==> src/rtl/selfid_chk_pkg.sv <==
package selfid_chk_pkg;
  localparam int ERR_W   = 2;
  localparam int ERR_MIS = 0;
  localparam int ERR_ODD = 1;

  typedef struct packed {
    logic pair_done;
    logic mismatch;
    logic odd_end;
    logic pkt_end;
  } beat_ev_t;
endpackage

==> src/rtl/selfid_err_status.sv <==
module selfid_err_status
  import selfid_chk_pkg::*;
(
  input  logic             clk,
  input  logic             rst,
  input  logic             bus_rst,
  input  logic             chk_en,
  input  beat_ev_t         ev,
  input  logic [ERR_W-1:0] status_clr,
  output logic [ERR_W-1:0] status,
  output logic             irq
);
  logic [ERR_W-1:0] new_err;
  logic             pkt_acc;

  always_comb begin
    new_err          = '0;
    new_err[ERR_MIS] = chk_en && ev.mismatch;
    new_err[ERR_ODD] = chk_en && ev.odd_end;
  end

  always_ff @(posedge clk) begin
    if (rst) begin
      status  <= '0;
      pkt_acc <= 1'b0;
      irq     <= 1'b0;
    end else begin
      status <= (status & ~status_clr) | new_err;
      irq    <= ev.pkt_end && chk_en && (pkt_acc || (|new_err));
      if (bus_rst || ev.pkt_end) begin
        pkt_acc <= 1'b0;
      end else if (|new_err) begin
        pkt_acc <= 1'b1;
      end
    end
  end

  p_irq_at_end_r6: assert property (@(posedge clk) disable iff (rst)
    irq |-> $past(ev.pkt_end && chk_en));
  p_mis_sets_r3: assert property (@(posedge clk) disable iff (rst)
    (chk_en && ev.mismatch) |=> status[ERR_MIS]);
  p_odd_sets_r5: assert property (@(posedge clk) disable iff (rst)
    (chk_en && ev.odd_end) |=> status[ERR_ODD]);
  p_sticky_mis_r7: assert property (@(posedge clk) disable iff (rst)
    (status[ERR_MIS] && !status_clr[ERR_MIS]) |=> status[ERR_MIS]);
  p_sticky_odd_r7: assert property (@(posedge clk) disable iff (rst)
    (status[ERR_ODD] && !status_clr[ERR_ODD]) |=> status[ERR_ODD]);
  p_quiet_off_r8: assert property (@(posedge clk) disable iff (rst)
    !chk_en |=> ((status & ~$past(status)) == '0) && !irq);
endmodule

==> config.mk <==
export PLATFORM = sky130hd
export DESIGN_NAME = selfid_err_status
export DESIGN_NICKNAME = d
export VERILOG_FILES = /design/src/rtl/selfid_chk_pkg.sv /design/src/rtl/selfid_err_status.sv
export SDC_FILE = /design/constraint.sdc
export NUM_CORES = 1
export LEC_CHECK = 0
export BUFFER_PORTS_ARGS = -buffer_cell sky130_fd_sc_hd__buf_4
export CAP_MARGIN = 10
export CORE_AREA = 2 2 39 41
export DETAILED_ROUTE_END_ITERATION = 10
export DIE_AREA = 0 0 41 43
export PLACE_DENSITY_LB_ADDON = 0.1
export SLEW_MARGIN = 20
export SYNTH_ARGS = -nofsm -noshare
export SYNTH_HDL_FRONTEND = slang
export SYNTH_SLANG_ARGS = --single-unit
==> constraint.sdc <==
create_clock -name clk -period 1.6 [get_ports clk]
set_input_delay 0.32 -clock clk [delete_from_list [all_inputs] [get_ports clk]]
set_output_delay 0.32 -clock clk [all_outputs]
set_load 0.01 [all_outputs]
## After elaboration in Yosys (flattened, before gate mapping)

Cells that the tools add are included.

| operators by class | value |
|---|---|
| bitwise operators | 3 |
| reduce and logical (&&, ||, !) cells | 8 |

Operators by type and width:

| kind | count |
|---|---|
| $logic_and A1 B1 Y1 | 4 |
| $reduce_or A2 Y1 | 2 |
| $and A2 B2 Y2 | 1 |
| $logic_or A1 B1 Y1 | 2 |
| $not A2 Y2 | 1 |
| $or A2 B2 Y2 | 1 |

| storage, ports and cells | value |
|---|---|
| flip-flop bits (word level) | 4 |
| input port bits | 10 |
| output and inout port bits | 3 |
| logic and storage cells | 14 |

## Depth between registers and ports, before layout

| logic depth | value |
|---|---|
| depth after elaboration | 4 |
| mapped depth | 2 |
| gate-level depth less buffers | 2 |

## Worst setup path before layout

Ideal clock, no wire load.

| path | value |
|---|---|
| path kind | reg2reg |
| start point | register pkt_acc |
| end point | register irq |
| library setup time | 0.124 ns |
| data arrival time | 0.588 ns |
| data required time | 1.476 ns |
| slack | 0.888 ns |
| cell stages (with the launch flop) | 3 |
| path buffers | 0 |
| clock period less this slack | 0.712 ns |
| cells stage by stage | dfxtp_1 nor3_2 nor3_2 |

| on the way | value |
|---|---|
| longest elaborated chain between the ends | 2 |

RTL lines:

| element | RTL line | RTL |
|---|---|---|
| start, declared | selfid_err_status.sv:14 | `logic pkt_acc;` |
| start signal, assigned | selfid_err_status.sv:25 | `pkt_acc <= 1'b0;` |
| start signal, assigned | selfid_err_status.sv:31 | `pkt_acc <= 1'b0;` |
| start signal, assigned | selfid_err_status.sv:33 | `pkt_acc <= 1'b1;` |
| $logic_or A1 B1 Y1 | selfid_err_status.sv:29 | `irq <= ev.pkt_end && chk_en && (pkt_acc \|\| (\|new_err));` |
| $logic_and A1 B1 Y1 | selfid_err_status.sv:29 |  |
| end signal, assigned | selfid_err_status.sv:29 |  |
| end, declared | selfid_err_status.sv:11 | `output logic irq` |

Every way passes these cells.
A chain may end at the register's enable or synchronous reset.

## Worst setup path in the final report

| path | value |
|---|---|
| start point | register status[0] |
| end point | output port status[0] |

RTL lines:

| element | RTL line | RTL |
|---|---|---|
| start, declared | selfid_err_status.sv:10 | `output logic [ERR_W-1:0] status,` |
| start signal, assigned | selfid_err_status.sv:28 | `status <= (status & ~status_clr) \| new_err;` |

No word-level cell between the ends.

==> flow_metrics.py <==
metrics = {
    "floorplan": {
        "rows": 14,
        "die_area_sq_mm": 0.00176,
        "core_area_sq_mm": 0.00138,
        "initial_core_util": 0.111,
        "die_x_microns": 41,
        "die_h_microns": 43,
        "io_pins": 13,
    },
    "clock_tree": {
        "cts_resized": 0,
        "htree_levels": 1,
        "cts.sinks": 4,
        "insertion_delay_ps": 230,
        "cts_buffer_depth": 2,
        "cts_root_buffer": "clkbuf_4",
        "cts_tree": "yes",
        "path_clk_slew_ps": 40,
        "postCtsSetupRepairBufs": 0,
        "holdBufCountCts": 0,
        "cts_buffers": 3,
    },
    "timing": {
        "finalSetupTns_ps": 0,
        "drv_slew": 0,
        "finalCriticalPeriod_ps": 987,
        "fin_skew_ps": 1.84,
        "finalCritPeriodShare": 0.617,
        "relSlewSlack": 0.830,
        "setup_violations": 0,
        "setup_ws_ps": 613,
        "fmax_mhz": 1010,
        "finalHoldViolCount": 0,
        "rsz0062_at_grt": "no",
        "tightest_slew_ps": 254,
    },
    "cells_and_area": {
        "final_layout_size_suffix_gt1_frac": 0.586,
        "seqCellArea_sq_um": 80.1,
        "antenna_cells": 0,
        "layout.cells.non_filler": 45,
        "fillers": 160,
        "layout.nets": 41,
        "multi_input_area_sq_um": 73.8,
        "final_core_util": 0.202,
        "syn_to_final_growth_pct": 81.3,
    },
    "routing": {
        "postRouteAntennaNets": 0,
        "wire_per_inst_microns": 8.62,
        "drt_first_pass_iters": 4,
        "routed_wirelength_microns": 388,
        "drt_iter0_drc": 3,
        "drc": 0,
        "via_count": 161,
        "vias_per_cell": 3.58,
    },
    "power": {
        "power_leakage_nw": 0.122,
        "sw_frac_of_total": 0.207,
        "p_clk_frac": 0.466,
        "vdd_drop_max_mv": 0.177,
        "p_int_mw": 0.210,
        "power_mw": 0.264,
        "seqPwrFrac": 0.401,
        "p_sw_mw": 0.0547,
        "p_comb_frac": 0.132,
        "cellPowerDensity_mw_per_mm2": 947,
    },
    "grt": {
        "grt_pass1_vias": 177,
        "grt_overflow": 0,
        "grtUsageMet1": 0.0639,
        "grt_pass1_wl_microns": 648,
        "grt_max_degree": 5,
        "antenna_found_initial": 0,
        "met2_usage": 0.0625,
        "grtUsageTotal": 0.0651,
        "met3_usage": 0.0366,
        "grt_busiest_layer": "met4",
    },
    "synth": {
        "syn_avg_cell_area_sq_um": 10.3,
        "synth_area_sq_um": 154,
        "yosys_warnings": 0,
        "ys_seq_area_frac": 0.520,
        "synth_nets": 25,
        "synthCells": 15,
        "yosysUniqueCellTypes": 7,
        "yosys_register_bits": 4,
    },
    "placed_design": {
        "place_ws_ps": 711,
        "portBuffers": 11,
        "dp_cells": 42,
        "place_congestion": 0.570,
    },
    "setup_path": {
        "worstPathCellList": "buf_4",
        "r2r_slack_ps": 850,
        "cp.depth": 1,
        "endpoint_kind": "primary output",
        "crit_family": "flip-flops",
        "rr_endpoint": "irq$_SDFF_PP0_",
        "arrival_ps": 670,
        "worst-path-buf-inv": 1,
        "cp_max_fo": 2,
        "critPathKind": "flip-flop to primary output",
        "critical-path-max-stage-delay_ps": 300,
        "reg2reg_depth": 2,
        "r2r_start": "pkt_acc$_SDFFE_PP0P_",
        "crit_required_ps": 1280,
        "start_kind": "flip-flop",
        "worst_path_max_delay_cell": "dfxtp_1",
    },
    "worst_hold_path": {
        "hp-class": "primary input to flip-flop",
        "hold_depth": 2,
        "min_to": "pkt_acc$_SDFFE_PP0P_",
        "min-delay-start": "bus_rst",
    },
    "job": {
        "maxCapViolations": 0,
    },
    "run_status": {
        "status": "complete, no violations",
    },
}
==> synthesized netlist by cell type <==
cell | number | area, sq um
nand2b_1 | 2 | 12.5
a21oi_1 | 2 | 10.0
dfxtp_1 | 4 | 80.1
o21bai_1 | 1 | 7.51
nor3_2 | 2 | 20.0
nor4_2 | 1 | 12.5
nand2_1 | 3 | 11.3
==> flip-flops by register name, summed over array words and instances, names as in the netlist <==
signal and flops:
pkt_acc 1, irq 1, status 2
==> area by class of cell <==
class | instances | share of cell area
multi-input combinational | 11 | 0.265
timing repair buffer | 11 | 0.296
tap | 16 | 0.0717
clock buffer | 3 | 0.0807
sequential | 4 | 0.287
==> worst max path at each step <==
stage / from / to / slack [ps]
6_report: status[0]$_SDFF_PP0_ / status[0] / 610
5_1_grt: status[1]$_SDFF_PP0_ / status[1] / 570
4_1_cts: status[0]$_SDFF_PP0_ / status[0] / 600
3_5_place_dp: ev[1] / irq$_SDFF_PP0_ / 710
3_3_place_gp: ev[1] / irq$_SDFF_PP0_ / 720
2_1_floorplan: pkt_acc$_SDFFE_PP0P_ / irq$_SDFF_PP0_ / 890
==> cells in the final DEF (no fill, tap or decap), drive strengths merged <==
cell type and n:
nand2 3, nor4 1, nor3 2, clkbuf 3, dfxtp 4, a21oi 2
buf 11, nand2b 2, o21bai 1
==> power groups by stage <==
stage	registers [mW]	logic, mW	clock network, mW
2_1_floorplan	0.109	0.00923	0
3_3_place_gp	0.108	0.0354	0
3_5_place_dp	0.108	0.0357	0
4_1_cts	0.106	0.0359	0.133
5_1_grt	0.106	0.0392	0.140
6_report	0.106	0.0350	0.123
==> per-stage QoR <==
| step | hold slack (ps) | instance area (sq um) |
|---|---|---|
| 2_1_floorplan | 389 | 154 |
| 3_3_place_gp | 454 | 256 |
| 3_5_place_dp | 465 | 256 |
| 4_1_cts | 243 | 279 |
| 5_1_grt | 247 | 279 |
| 6_report | 253 | 279 |
==> layer usage <==
metal	up-vias	wire, microns
met5	-	0
met2	13	180
met4	0	0
met3	0	60
li1	81	-
met1	67	147
==> logic make-up after synthesis <==
group	after synthesis	share of synthesized area
compound gates	3	0.114
flops	4	0.520
simple gates	8	0.366
Power figures use the tool's default switching activity.
